### config.mk
export PLATFORM = sky130hd
export DESIGN_NAME = dma_engine
export DESIGN_NICKNAME = d
export VERILOG_FILES = /design/src/rtl/dmac_pkg.sv /design/src/rtl/dma_regs.sv /design/src/rtl/dma_seq.sv /design/src/rtl/dma_busif.sv /design/src/rtl/dma_engine.sv
export SDC_FILE = /design/constraint.sdc
export NUM_CORES = 1
export LEC_CHECK = 0
export BUFFER_PORTS_ARGS = -buffer_cell sky130_fd_sc_hd__buf_2
export CAP_MARGIN = 40
export CORE_MARGIN = 10
export CORE_UTILIZATION = 51
export CTS_BUF_LIST = sky130_fd_sc_hd__clkbuf_8
export DETAILED_ROUTE_END_ITERATION = 7
export GPL_TIMING_DRIVEN = 0
export MAX_ROUTING_LAYER = met4
export PLACE_DENSITY = 0.74
export SETUP_SLACK_MARGIN = 0.5
export SLEW_MARGIN = 0
export SYNTH_ARGS = -nofsm -noshare
export SYNTH_HDL_FRONTEND = slang
export SYNTH_SLANG_ARGS = --single-unit
### constraint.sdc
create_clock -name clk -period 2.3 [get_ports clk]
set_clock_uncertainty 0.1 [all_clocks]
set_input_delay 0.345 -clock clk [delete_from_list [all_inputs] [get_ports clk]]
set_output_delay 0.345 -clock clk [all_outputs]
set_load 0.02 [all_outputs]
### src/rtl/dmac_pkg.sv
package dmac_pkg;

    typedef enum logic [1:0] {
        ST_IDLE = 2'd0,
        ST_ARM  = 2'd1,
        ST_XFER = 2'd2
    } seq_state_t;

    typedef enum logic [1:0] {
        SEL_ADDR  = 2'd0,
        SEL_COUNT = 2'd1,
        SEL_CTRL  = 2'd2,
        SEL_NONE  = 2'd3
    } reg_sel_t;

    localparam int CTRL_DIR_BIT   = 0;
    localparam int CTRL_MODE_BIT  = 1;
    localparam int CTRL_START_BIT = 2;
    localparam int STAT_BUSY_BIT  = 3;
    localparam int STAT_IRQ_BIT   = 4;

    typedef struct packed {
        logic to_mem;
        logic steal;
    } xfer_cfg_t;

    function automatic xfer_cfg_t decode_cfg(input logic dir_bit, input logic mode_bit);
        xfer_cfg_t c;
        c.to_mem = dir_bit;
        c.steal  = mode_bit;
        return c;
    endfunction

endpackage

### src/rtl/dma_regs.sv
module dma_regs
    import dmac_pkg::*;
#(
    parameter int DW = 8,
    parameter int AW = 8,
    parameter int CW = 8
) (
    input  logic          clk,
    input  logic          rst,
    input  logic          cs,
    input  logic [1:0]    rs,
    input  logic          rd,
    input  logic          wr,
    input  logic [DW-1:0] din,
    input  logic          busy,
    input  logic          step,
    input  logic          irq_set,
    output logic [DW-1:0] dout,
    output logic [AW-1:0] addr,
    output xfer_cfg_t     cfg,
    output logic          start,
    output logic          last,
    output logic          irq
);

    localparam logic [CW-1:0] CNT_ONE = CW'(1);

    logic [AW-1:0] addr_q;
    logic [CW-1:0] cnt_q;
    xfer_cfg_t     cfg_q;
    logic          irq_q;
    logic          wr_ok;
    reg_sel_t      sel;

    assign sel   = reg_sel_t'(rs);
    assign wr_ok = cs && wr && !busy;
    assign start = wr_ok && (sel == SEL_CTRL) && din[CTRL_START_BIT] && (cnt_q != '0);
    assign last  = (cnt_q == CNT_ONE);

    always_ff @(posedge clk) begin
        if (rst) begin
            addr_q <= '0;
            cnt_q  <= '0;
            cfg_q  <= '0;
            irq_q  <= 1'b0;
        end else begin
            if (wr_ok && sel == SEL_ADDR)
                addr_q <= AW'(din);
            else if (step)
                addr_q <= addr_q + AW'(1);

            if (wr_ok && sel == SEL_COUNT)
                cnt_q <= CW'(din);
            else if (step)
                cnt_q <= cnt_q - CNT_ONE;

            if (wr_ok && sel == SEL_CTRL)
                cfg_q <= decode_cfg(din[CTRL_DIR_BIT], din[CTRL_MODE_BIT]);

            if (irq_set)
                irq_q <= 1'b1;
            else if (wr_ok && sel == SEL_CTRL)
                irq_q <= 1'b0;
        end
    end

    always_comb begin
        dout = '0;
        if (cs && rd) begin
            case (sel)
                SEL_ADDR:  dout = DW'(addr_q);
                SEL_COUNT: dout = DW'(cnt_q);
                SEL_CTRL: begin
                    dout[CTRL_DIR_BIT]  = cfg_q.to_mem;
                    dout[CTRL_MODE_BIT] = cfg_q.steal;
                    dout[STAT_BUSY_BIT] = busy;
                    dout[STAT_IRQ_BIT]  = irq_q;
                end
                default:   dout = '0;
            endcase
        end
    end

    assign addr = addr_q;
    assign cfg  = cfg_q;
    assign irq  = irq_q;

endmodule

### src/rtl/dma_seq.sv
module dma_seq
    import dmac_pkg::*;
(
    input  logic clk,
    input  logic rst,
    input  logic start,
    input  logic steal,
    input  logic last,
    input  logic dev_req,
    input  logic bus_grant,
    output logic bus_req,
    output logic own,
    output logic word,
    output logic done,
    output logic busy
);

    seq_state_t state_q, state_d;

    assign bus_req = (state_q == ST_XFER);
    assign own     = bus_req && bus_grant;
    assign word    = own && dev_req;
    assign done    = word && last;
    assign busy    = (state_q != ST_IDLE);

    always_comb begin
        state_d = state_q;
        case (state_q)
            ST_IDLE: if (start) state_d = ST_ARM;
            ST_ARM:  if (!steal || dev_req) state_d = ST_XFER;
            ST_XFER: begin
                if (word) begin
                    if (last)
                        state_d = ST_IDLE;
                    else if (steal)
                        state_d = ST_ARM;
                end
            end
            default: state_d = ST_IDLE;
        endcase
    end

    always_ff @(posedge clk) begin
        if (rst)
            state_q <= ST_IDLE;
        else
            state_q <= state_d;
    end

endmodule

### src/rtl/dma_busif.sv
module dma_busif #(
    parameter int AW = 8
) (
    input  logic          own,
    input  logic          word,
    input  logic          to_mem,
    input  logic [AW-1:0] addr,
    output logic [AW-1:0] mem_addr,
    output logic          mem_rd,
    output logic          mem_wr,
    output logic          dev_ack
);

    assign mem_addr = own ? addr : '0;
    assign dev_ack  = word;
    assign mem_wr   = word && to_mem;
    assign mem_rd   = word && !to_mem;

endmodule

### src/rtl/dma_engine.sv
module dma_engine
    import dmac_pkg::*;
#(
    parameter int DW = 8,
    parameter int AW = 8,
    parameter int CW = 8
) (
    input  logic          clk,
    input  logic          rst,
    input  logic          cs,
    input  logic [1:0]    rs,
    input  logic          rd,
    input  logic          wr,
    input  logic [DW-1:0] din,
    output logic [DW-1:0] dout,
    input  logic          dev_req,
    output logic          dev_ack,
    output logic          bus_req,
    input  logic          bus_grant,
    output logic [AW-1:0] mem_addr,
    output logic          mem_rd,
    output logic          mem_wr,
    output logic          irq
);

    logic          busy, step, done, start, last, own;
    logic [AW-1:0] cur_addr;
    xfer_cfg_t     cfg;

    dma_regs #(.DW(DW), .AW(AW), .CW(CW)) u_regs (
        .clk(clk), .rst(rst), .cs(cs), .rs(rs), .rd(rd), .wr(wr), .din(din),
        .busy(busy), .step(step), .irq_set(done),
        .dout(dout), .addr(cur_addr), .cfg(cfg), .start(start), .last(last), .irq(irq)
    );

    dma_seq u_seq (
        .clk(clk), .rst(rst), .start(start), .steal(cfg.steal), .last(last),
        .dev_req(dev_req), .bus_grant(bus_grant),
        .bus_req(bus_req), .own(own), .word(step), .done(done), .busy(busy)
    );

    dma_busif #(.AW(AW)) u_bus (
        .own(own), .word(step), .to_mem(cfg.to_mem), .addr(cur_addr),
        .mem_addr(mem_addr), .mem_rd(mem_rd), .mem_wr(mem_wr), .dev_ack(dev_ack)
    );

endmodule

==> results.txt, run 1 <==
The flow ran to the end, and the final reports show no timing, DRC or antenna violations. The floorplan step set the die height to 72.9 um. The placer congestion estimate is 0.980. Number of nets in the layout: 256.

STA classifies the critical path endpoint as a flop. The first routing iteration left 140 violations. Dominant cell by count in the synthesized netlist: sky130_fd_sc_hd__nor2_1.

The mean routed wirelength per cell works out to 17.9 um. The clock period could shrink to 1.81 ns. The average vias per placed instance was 6.08; the number of max-slew violations in the final report was 0.

The layout overhead on the synthesized area works out to 33.2%. The routed layout has 1,617 vias. The tool flagged a number of max-cap violations equal to 0.

The area share of the largest cell type after synthesis was 29.5%; the total grt overflow was 0. The total negative slack is 0 ns. The summed instance area of the synthesized netlist is 1430 um2, and the clock slew at the register clock pins of the worst setup and hold paths is 0.08 ns. In this run the register-to-register setup slack is 0.49 ns. For this run, design rule violations remaining after detail routing come to 0. The leakage power total is 0.860 nW. The core region is 2710 um2. A synthesized cell averages 7.87 um2.

For the relative max-transition margin, the log shows 60.7%. On the critical path, the stage with the largest delay is an instance of sky130_fd_sc_hd__nor4_2. The depth of the worst register-to-register path works out to 4. The logs give 5310 um2 for the floorplan die area and 0 for the remaining number of nets flagged by the antenna check after routing. The wire length of the first global-routing pass is 7450 um, and the fraction of the cycle the final worst path needs is 78.7%.

The logs give 2 for the maximum number of buffers from clock root to sink and 13 for the largest net degree at the start of global routing. The via count of the first global-routing pass was 1,548. The run gives 1 as the deepest level of the CTS H-tree. The met2 layer usage reported by global route came out at 31.2%. Summed over all instances, the cell type with the most area after synthesis is sky130_fd_sc_hd__dfxtp_1. The tools report the endpoint of the most critical register-to-register path as u_seq.state_q[0]. Once the floorplan was initialized, standard cells occupied 52.6% of the core. The async set-reset flop share out of synthesis was 0%; the total iterations of the first detailed-routing run was 7. TritonCTS built the clock tree.

The count of standard-cell rows is 19, and the number of flip-flops and latches in the synthesized netlist is 21. After filler insertion, the fill cell instance count of the layout stands at 211. After clock tree synthesis, the flow added hold-fix buffers numbering 0. The peak supply drop was 0.410 mV; the number of endpoints with negative hold slack in the final report was 0. Clock tree synthesis inserted a total of 3 buffers. The clock latency at the later pin of the worst-skew pair was 0.27 ns. By area the synthesized netlist is led by sky130_fd_sc_hd__dfxtp_1 29%, sky130_fd_sc_hd__nor2_1 8.4%, sky130_fd_sc_hd__a21oi_1 6.0%, sky130_fd_sc_hd__mux2i_1 4.9%, sky130_fd_sc_hd__and3_2 3.7%. The power density over the cells came out at 396 nW/um2. The tools report the worst hold path endpoint as u_regs.cfg[0]. Final count of negative-setup-slack endpoints: 0. The tools report the number of antenna violations at the first check in global routing as 0. On the worst path, the slowest cell contributes a delay of 0.55 ns. The run gives 44 as the number of distinct library cells after synthesis. During synthesis, Yosys emitted a total of 0 warnings. The cell sitting at the root of the clock tree is a sky130_fd_sc_hd__clkbuf_8. Setup repair after global routing could not meet its margin everywhere.

The worst hold path begins at din[1]. Along the worst hold path, the cell count comes to 3. Share of layout cells above drive strength 1: 37.9%.

The post-detailed-routing wire length was 4770 um; the worst path required time was 2.33 ns. The HPWL reported at the end of detailed placement was 3450 um. The family with the most delay on the worst path was simple AND/OR/NAND/NOR gates. Counting both buffers and inverters, the worst setup path holds a total of 0.

The worst-case hold slack came out at 0.272 ns. In the global route stage, overall resource usage came out at 17.7%. 38 I/O pins were placed. Traced cell by cell, the critical path runs through nor4_2, nand3_1, a221oi_1, a211oi_1.

The kind of start point of the critical path is a flop. Global routing consumed, on the met3 layer, 4.08% of the routing resources. Kind of critical path: reg -> reg. Synthesis produced 181 cells. The repair_antennas step left the layout with diodes totalling 0. Most used flip-flop cell after synthesis: sky130_fd_sc_hd__dfxtp_1. For met1 alone, demand over resource in global routing was 19.5%. In the synthesized netlist, the cells that appear most often are 32 x sky130_fd_sc_hd__nor2_1, 21 x sky130_fd_sc_hd__dfxtp_1, 17 x sky130_fd_sc_hd__a21oi_1. For the pin with the worst max-slew slack, the measured transition is 0.589 ns. Yosys mapped a number of flops with a built-in enable equal to 0. For this run, the top clock speed supported by timing is 552 MHz. The proportion of synthesized chip area in sequential cells was 29.5%; the sink count of the clock tree was 21. From left edge to right edge, the die measures 72.9 um. In this run the tool buffered the top-level ports with 37 buffer cells.

The worst register-to-register path begins at u_regs.cnt_q[6]. The logs give 201 for the number of nets produced by synthesis and 1.84 ns for the arrival time of data at the critical path endpoint. In this run the worst path has a maximum fanout of 4. Classification of the worst-slack hold path: in -> reg. met2 is the most crowded layer.
registers in the layout (all words and copies together), names as in the netlist:
| name | count |
|---|---|
| u_regs.cnt_q | 8 |
| u_regs.irq | 1 |
| u_seq.state_q | 2 |
| u_regs.cfg | 2 |
| u_regs.addr | 8 |
metrics by stage:
step           area [um2]  utilization [%]  setup slack, ns  instances  total power, mW
6_report             1900             70.0            0.489        266            0.752
5_1_grt              1900             70.0            0.433        266            0.777
4_1_cts              1760             65.1            0.504        257            0.743
3_5_place_dp         1650             60.8            0.251        249            0.491
3_3_place_gp         1650             60.8            0.335        249            0.488
2_1_floorplan        1430                -            0.529        181            0.448
placed cells by master, fill, tap and decap left out, drive strengths merged:
master   count
xnor2        3
o21ai        7
dfxtp       21
nor4         3
a2bb2oi      2
or4          1
xor2         3
clkbuf       5
nor4bb       1
and4b        1
nand4b       2
nand3        8
nor2b        4
mux2         1
nand2       11
a2111oi      1
nand2b       1
ha           3
inv          5
nor2        32
a211oi       7
nor3b        4
and2b        1
a31oi        1
nor3         3
a221oi       4
a21oi       19
clkinv       1
and2         3
nand4        1
buf         55
and3         9
mux2i        7
nand4bb      1
a22oi        4
how the worst max path moves through the flow:
stage / from / end / depth (start not counted)
after floorplan: rs[0] / dout[3] / 4
after global placement: u_regs.cnt_q[0] / u_seq.state_q[0] / 6
after detailed placement: u_regs.cnt_q[0] / u_seq.state_q[0] / 6
after CTS: u_seq.state_q[0] / mem_wr / 5
after global routing: u_regs.cnt_q[6] / u_seq.state_q[0] / 4
final: u_regs.cnt_q[6] / u_seq.state_q[0] / 4
worst register-to-register path: stages (launching register included):
cell and delay [ns]:
sky130_fd_sc_hd__dfxtp_1 0.37, sky130_fd_sc_hd__nor4_2 0.55, sky130_fd_sc_hd__nand3_1 0.18, sky130_fd_sc_hd__a221oi_1 0.38
sky130_fd_sc_hd__a211oi_1 0.09
cell type report:
type / instances / area, um2 / share of cell area, %
inverter: 5 / 18.8 / 0.989
tap: 31 / 38.8 / 2.04
timing repair buffer: 50 / 285 / 15.0
clock buffer: 3 / 41.3 / 2.18
clock inverter: 1 / 5.00 / 0.264
buffer: 7 / 57.6 / 3.03
sequential: 21 / 438 / 23.1
multi-input combinational: 148 / 1010 / 53.4
power breakdown:
group | internal (mW) | total (mW) | switching, mW
Combinational | 0.0476 | 0.116 | 0.0685
Clock | 0.121 | 0.252 | 0.131
Sequential | 0.369 | 0.384 | 0.0155
kinds of logic (layout without fill, tap and decap cells):
kind of cell	count (synthesis)	count (layout)	share of synthesized area (%)
simple gates	86	86	34.3
compound gates	45	45	20.5
flops	21	21	29.5
buf+inv	12	66	3.60
mux	8	8	5.71
xor+xnor	6	6	3.69
fa+ha+maj	3	3	2.63
per-layer routing:
| layer | vias up | wire, um |
|---|---|---|
| li1 | 778 | - |
| met1 | 756 | 1820 |
| met2 | 77 | 2390 |
| met3 | 6 | 479 |
| met4 | 0 | 76 |
| met5 | - | 0 |
what timing repair did:
item	CTS	global route
pin swaps	1	0
setup buffers	4	9
endpoints found under the setup margin	17	18
gates resized for setup	16	18
(Power assumes the default switching activity.)
==> run 2: changes to the inputs <==
Settings changed: ABC_AREA set to 1, PLACE_DENSITY 0.74 to 0.73.
Clock period 2.3 ns to 1.72 ns, I/O delays scaled along.
==> results.txt, run 2 <==
Family with the most delay on the worst path: flip-flops (was simple AND/OR/NAND/NOR gates). The run gives 19.2% (was 17.7%) as the total global-route track usage. The area share of the largest cell type after synthesis works out to 26.8% (was 29.5%). The post-detailed-routing wire length was 5480 um (was 4770 um); the total grt overflow was 0 (unchanged). Timing would allow up to 631 MHz.

The maximum number of buffers from clock root to sink is 2 (unchanged). The remaining number of nets flagged by the antenna check after routing was 0 (unchanged); the layout overhead on the synthesized area was 60.5% (was 33.2%). The clock slew at the register clock pins of the worst setup and hold paths came out at 0.08 ns (about the same). The via count of the first global-routing pass is 1,769 (was 1,548).

The placement-stage worst setup slack was 0.193 ns (was 0.251 ns). The max-capacitance violation count is 0 (unchanged). The proportion of synthesized chip area in sequential cells was 26.8% (was 29.5%). The logs give 226 (was 140) for the number of DRC violations after detailed-routing iteration 0 and 0 (unchanged) for the number of max-slew violations in the final report. The async set-reset flop share out of synthesis was 0% (unchanged). Element type at the critical path end: a primary output (was a flop). The HPWL reported at the end of detailed placement was 3580 um (was 3450 um); the number of enable flip-flop cells after synthesis was 0 (unchanged). The number of input and output port buffers inserted is 36 (was 37). The source of the critical timing path was u_seq.state_q[0] (was u_regs.cnt_q[6]). For the number of antenna violations at the first check in global routing, the log shows 0 (unchanged). The root buffer selected by CTS is sky130_fd_sc_hd__clkbuf_8 (unchanged). The most used flip-flop cell after synthesis is sky130_fd_sc_hd__dfxtp_1 (unchanged). The logs give 31 (was 44) for the number of distinct library cells after synthesis and 1 (unchanged) for the deepest level of the CTS H-tree. Delay of the slowest critical-path stage: 0.38 ns (was 0.55 ns).

The total iterations of the first detailed-routing run is 4 (was 7). The highest-delay cell along the critical path was sky130_fd_sc_hd__dfxtp_4 (was sky130_fd_sc_hd__nor4_2). The floorplan die area was 5700 um2 (was 5310 um2); the core outline area was 3000 um2 (was 2710 um2). The number of buffers inserted during clock tree synthesis came out at 3 (unchanged).

TritonCTS built the clock tree. The logs give 1.31 mW (was 752 uW) for the overall power consumption and 0 (unchanged) for the final count of negative-setup-slack endpoints. The run finished with clean final reports. The number of nets produced by synthesis is 267 (was 201), and the power density over the cells is 519 nW/um2 (was 396 nW/um2). For the number of buffers added to fix hold violations after cts, the log shows 0 (unchanged).

Setup repair after global routing could not meet its margin everywhere. The dominant cell by count in the synthesized netlist is sky130_fd_sc_hd__nand2_1 (was sky130_fd_sc_hd__nor2_1). The run gives 0 (unchanged) as the post-detailed-route DRC marker count. Number of endpoints with negative hold slack in the final report: 0 (unchanged). The average vias per placed instance was 5.43 (was 6.08); the via count was 1,842 (was 1,617). The classification of the worst-slack hold path is in -> reg (unchanged).

The mean routed wirelength per cell was 16.2 um (was 17.9 um). The logs give 247 (was 181) for the synthesized netlist cell count and 0.27 ns (about the same) for the clock latency at the later pin of the worst-skew pair. The number of nets in the layout was 327 (was 256); the maximum fanout encountered on the critical timing path was 8 (was 4). Most numerous cell types in the synthesized netlist: 68 x sky130_fd_sc_hd__nand2_1, 38 x sky130_fd_sc_hd__inv_1, 29 x sky130_fd_sc_hd__nor2_1 (was 32 x sky130_fd_sc_hd__nor2_1, 21 x sky130_fd_sc_hd__dfxtp_1, 17 x sky130_fd_sc_hd__a21oi_1). The cell taking the most area after synthesis is sky130_fd_sc_hd__dfxtp_1 (unchanged). The diode insertion count for antenna repair was 0 (unchanged); the largest net degree at the start of global routing was 13 (unchanged).

The width of the die was 75.5 um (was 72.9 um). The synthesized area per cell is 6.36 um2 (was 7.87 um2). The source of the worst hold timing path was din[1] (unchanged).

Height of the die: 75.5 um (was 72.9 um). For the count of standard-cell rows, the log shows 20 (was 19). Count of yosys warnings during synthesis: 0 (unchanged). Most frequent standard cell in the layout excluding fill and tap cells: sky130_fd_sc_hd__nand2_1 (was sky130_fd_sc_hd__buf_2).

The tools report the kind of start point of the critical path as a flop (unchanged). The tools report the effective utilization at floorplan as 52.3% (was 52.6%). Relative max-transition margin: 65.3% (was 60.7%).

The worst path setup slack after routing came out at 0.135 ns (was 0.489 ns). The final critical delay including setup and external delays came out at 1.59 ns. After layout, the worst path uses 92.2% of the clock period. The count of buffer and inverter cells on the critical path is 3 (was 0).

The worst reg2reg path startpoint was u_seq.state_q[0] (was u_regs.cnt_q[6]). Area contributors post-synth: sky130_fd_sc_hd__dfxtp_1 27%, sky130_fd_sc_hd__nand2_1 16%, sky130_fd_sc_hd__inv_1 9.1%, sky130_fd_sc_hd__nor2_1 6.9%, sky130_fd_sc_hd__a21oi_1 4.8% (was sky130_fd_sc_hd__dfxtp_1 29%, sky130_fd_sc_hd__nor2_1 8.4%, sky130_fd_sc_hd__a21oi_1 6.0%, sky130_fd_sc_hd__mux2i_1 4.9%, sky130_fd_sc_hd__and3_2 3.7%). Number of flip-flops and latches in the synthesized netlist: 21 (unchanged). The run gives 1570 um2 (was 1430 um2) as the summed instance area of the synthesized netlist. Top library cells by usage in the layout, fill and taps aside: 54 x sky130_fd_sc_hd__nand2_1, 25 x sky130_fd_sc_hd__buf_6, 24 x sky130_fd_sc_hd__inv_1 (was 37 x sky130_fd_sc_hd__buf_2, 32 x sky130_fd_sc_hd__nor2_1, 17 x sky130_fd_sc_hd__a21oi_1). The worst path required time is 1.36 ns (was 2.33 ns), and the transition at the pin with the smallest max-transition slack is 0.520 ns (was 0.589 ns). Arrival time of data at the critical path endpoint: 1.23 ns (was 1.84 ns). For the wire length of the first global-routing pass, the log shows 8210 um (was 7450 um). Worst-path cell chain: inv_4, nand3_4, buf_12, nor2_4, buf_6 (was nor4_2, nand3_1, a221oi_1, a211oi_1).

The run gives 0.925 (was 0.980) as the placer congestion estimate. The sink count of the clock tree was 21 (unchanged); the boundary pin count was 38 (unchanged). The total negative slack is 0 ns (unchanged), and the share of layout cells above drive strength 1 is 55.9% (was 37.9%).

The kind of critical path was reg -> out (was reg -> reg). The leakage power total is 1.12 nW (was 0.860 nW). The run gives 0.378 mV (was 0.410 mV) as the peak supply drop.
-- run 2: cell types whose count changed in the layout (fill, tap and decap cells not counted), sizes merged, moves of 6 or more --
cell	before	now
nand2	11	73
and3	9	0
inv	5	45
o21ai	7	13
nand3	8	16
mux2i	7	0
a211oi	7	0
-- run 2: report_power, final --
part / total, mW / switching, mW / leakage (nW) / internal (mW)
logic: 0.422 / 0.256 / 0.916 / 0.167
clock network: 0.342 / 0.180 / 0.0255 / 0.162
registers: 0.543 / 0.0359 / 0.183 / 0.507
-- run 2: per-stage QoR --
stage / instance area, um2 / hold WS (ns) / utilization [%] / cells
floorplan: 1640 / 0.324 / - / 247
global placement: 1860 / 0.382 / 62.1 / 316
detailed placement: 1860 / 0.392 / 62.1 / 316
CTS: 2250 / 0.187 / 74.9 / 337
global route: 2520 / 0.220 / 83.9 / 339
finish: 2520 / 0.203 / 83.9 / 339
-- run 2: logic make-up after synthesis --
group | Yosys count | share of synthesized area, %
adders and majority gates | 3 | 2.39
DFF | 21 | 26.8
AOI/OAI and AO/OA | 41 | 16.3
xor gates and xnor gates | 7 | 3.90
and+or+nand+nor | 126 | 37.8
buffers and inverters | 49 | 12.9
-- run 2: area by class of cell --
type	count	area [um2]
Buffer	3	30.0
Clock buffer	3	41.3
Clock inverter	1	5.00
Fill cell	172	483
Inverter	46	203
Multi-Input combinational cell	177	1230
Sequential cell	21	470
Tap cell	33	41.3
Timing Repair Buffer	55	500
-- run 2: final timing paths --
| kind | to | slack [ns] | depth (start not counted) |
|---|---|---|---|
| min reg2reg | u_regs.irq | 0.40 | 2 |
| max reg2reg | u_regs.addr[6] | 0.25 | 9 |
| min | u_regs.addr[1] | 0.20 | 3 |
| max | mem_addr[7] | 0.13 | 5 |
-- run 2: layer usage --
metal  vias to the layer above  GRT usage, %  routed length, um
met3                        22          2.60                404
met4                         0          7.42                159
li1                        903             -                  -
met2                        80          32.6               2830
met5                         -             -                  0
met1                       837          22.6               2090
-- run 2: repair_timing --
action,4_1_cts,5_1_grt
pin swaps,17,20
setup buffers,17,2
resized for setup,87,74
endpoints found under the setup margin,41,41
gates cloned,0,0
-- run 2: tightest hold or removal path: cells and delay by family --
family                 cells  cell delay (ns)
AOI/OAI and AO/OA          1             0.08
buffers and inverters      1             0.12
and+or+nand+nor            1             0.07
==> run 3: changes to the inputs <==
Settings changed: SETUP_SLACK_MARGIN 0.5 to unset.
==> results.txt, run 3 (synthesized netlist as in run 2, its figures left out) <==
The remaining number of nets flagged by the antenna check after routing is 0 (unchanged). The peak supply drop came out at 0.332 mV (was 0.378 mV). The tools report the effective utilization at floorplan as 52.3% (unchanged). The layout overhead on the synthesized area works out to 18.4% (was 60.5%).

The relative contribution of combinational cells to total power is 24.2% (was 32.3%). The arrival time of data at the critical path endpoint is 1.26 ns (was 1.23 ns). Power density over the cells: 620 nW/um2 (was 519 nW/um2). The number of input and output port buffers inserted works out to 36 (unchanged).

The clock latency at the later pin of the worst-skew pair was 0.27 ns (about the same). For the max-capacitance violation count, the log shows 0 (unchanged). The post-detailed-route DRC marker count came out at 0 (unchanged).

Element type at the critical path end: a primary output (unchanged). Switching fraction of total power: 33.3% (was 36.1%). The HPWL reported at the end of detailed placement is 3520 um (was 3580 um). The run gives 3 (unchanged) as the number of buffers inserted during clock tree synthesis. The tools report the leakage power total as 0.944 nW (was 1.12 nW). The number of DRC violations after detailed-routing iteration 0 is 78 (was 226).

The most frequent standard cell in the layout excluding fill and tap cells is sky130_fd_sc_hd__nand2_1 (unchanged). The final instance area came out at 1860 um2 (was 2520 um2). The number of buffers added to fix hold violations after cts was 0 (unchanged); the wire length of the first global-routing pass was 7050 um (was 8210 um).

The overall power consumption was 1.15 mW (was 1.31 mW); the maximum fanout encountered on the critical timing path was 10 (was 8). The total grt overflow was 0 (unchanged); the number of nets in the layout was 310 (was 327). The logs give 21 (unchanged) for the sink count of the clock tree and 1,630 (was 1,842) for the via count.

The boundary pin count was 38 (unchanged); the width of the die was 75.5 um (unchanged). Top library cells by usage in the layout, fill and taps aside: 68 x sky130_fd_sc_hd__nand2_1, 37 x sky130_fd_sc_hd__inv_1, 34 x sky130_fd_sc_hd__buf_2 (was 54 x sky130_fd_sc_hd__nand2_1, 25 x sky130_fd_sc_hd__buf_6, 24 x sky130_fd_sc_hd__inv_1). The mean routed wirelength per cell works out to 13.3 um (was 16.2 um). The run gives 0 (unchanged) as the number of endpoints with negative hold slack in the final report.

The clock slew at the register clock pins of the worst setup and hold paths works out to 0.08 ns (about the same). Cell-internal power: 769 uW (was 835 uW). The post-detailed-routing wire length is 4270 um (was 5480 um), and the number of max-slew violations in the final report is 0 (unchanged). The run gives 0 (unchanged) as the final count of negative-setup-slack endpoints.

The root buffer selected by CTS is sky130_fd_sc_hd__clkbuf_8 (unchanged). The net switching power was 385 uW (was 472 uW); the floorplan die area was 5700 um2 (unchanged). The average vias per placed instance works out to 5.06 (was 5.43).

The run gives 1.36 ns (about the same) as the worst path required time. For the cell area after placement, the log shows 1790 um2 (was 1860 um2). Maximum number of buffers from clock root to sink: 2 (unchanged). TritonCTS built the clock tree.

For the sequential fraction of design power, the log shows 46.7% (was 41.5%). The classification of the worst-slack hold path is in -> reg (unchanged). The via count of the first global-routing pass came out at 1,522 (was 1,769). The relative max-transition margin was 70.6% (was 65.3%).

The maximum clock frequency was 618 MHz (was 631 MHz); the cell count after placement was 316 (unchanged). Kind of start point of the critical path: a flop (unchanged). The placer congestion estimate is 0.936 (was 0.925), and the total iterations of the first detailed-routing run is 4 (unchanged). The tools report the total negative slack as 0 ns (unchanged). The flow ran to the end, and the final reports show no timing, DRC or antenna violations.

For the count of standard-cell rows, the log shows 20 (unchanged). The final critical delay including setup and external delays is 1.62 ns (was 1.59 ns), and the core outline area is 3000 um2 (unchanged). Setup repair after global routing left no endpoint under its margin. The clock share of power came out at 29.1% (was 26.2%). For the diode insertion count for antenna repair, the log shows 0 (unchanged). Share of the core filled with cells in the final layout: 61.9% (was 83.9%).

The transition at the pin with the smallest max-transition slack works out to 0.441 ns (was 0.520 ns). The fraction of the cycle the final worst path needs came out at 94.1% (was 92.2%). The largest net degree at the start of global routing was 13 (unchanged). The deepest level of the CTS H-tree came out at 1 (unchanged).

Kind of critical path: reg -> out (unchanged). The height of the die was 75.5 um (unchanged); the number of antenna violations at the first check in global routing was 0 (unchanged). The non-filler instance count after layout was 322 (was 339); the total global-route track usage was 16.4% (was 19.2%). The share of layout cells above drive strength 1 came out at 25.6% (was 55.9%).
[run 3: cell count changes in the layout (fill, tap and decap cells not counted), sizes merged]
| cell | before | now |
|---|---|---|
| inv | 45 | 46 |
| clkinv | 2 | 1 |
| buf | 57 | 40 |
[run 3: final cells by class]
type                    instances  area [um2]
fillers                       293        1140
multi-input cells             177         947
flip-flops and latches         21         422
repair buffers                 38         200
inverters                      46         173
clock buffers                   3        41.3
well taps                      33        41.3
plain buffers                   3        30.0
clock inverters                 1        5.00
[run 3: path summary, 6_finish.rpt]
kind	startpoint	end	slack, ns	depth (start not counted)
worst min register to register	u_regs.irq	u_regs.irq	0.39	2
worst max-delay path	u_seq.state_q[0]	dev_ack	0.10	5
worst max register to register	u_regs.cnt_q[0]	u_regs.cnt_q[6]	0.21	9
worst min-delay path	din[3]	u_regs.cnt_q[3]	0.19	3
[run 3: power by group through the flow]
stage | clock (mW) | sequential [mW] | combinational [mW]
floorplan | 0 | 0.541 | 0.199
global placement | 0 | 0.548 | 0.271
detailed placement | 0 | 0.548 | 0.274
CTS | 0.342 | 0.537 | 0.279
global route | 0.358 | 0.542 | 0.317
finish | 0.336 | 0.538 | 0.279
[run 3: routing by layer]
layer	share of wire (%)	wire, um	global-route usage (%)	vias to the layer above
li1	-	-	-	866
met1	43	1820	19.9	704
met2	49	2100	26.8	50
met3	6.0	258	2.21	10
met4	2.0	84	6.39	0
met5	0	0	-	-
[run 3: repair_timing]
action	CTS	global route
cloned	0	0
pin swaps	0	0
gates resized for setup	1	3
hold endpoints to repair	0	0
endpoints found under the setup margin	3	10
setup buffers	2	0
[run 3: per-stage QoR]
stage / setup slack, ns / hold slack, ns
final: 0.101 / 0.189
after global routing: 0.00106 / 0.194
after CTS: 0.0216 / 0.182
after detailed placement: 0.158 / 0.376
after global placement: 0.159 / 0.374
after floorplan: 0.280 / 0.324
[run 3: critical path, stage by stage, from the launching register on]
cell	delay, ns
sky130_fd_sc_hd__dfxtp_1	0.35
sky130_fd_sc_hd__inv_2	0.10
sky130_fd_sc_hd__nand3_4	0.09
sky130_fd_sc_hd__nor2_8	0.14
sky130_fd_sc_hd__buf_8	0.16
sky130_fd_sc_hd__buf_4	0.15
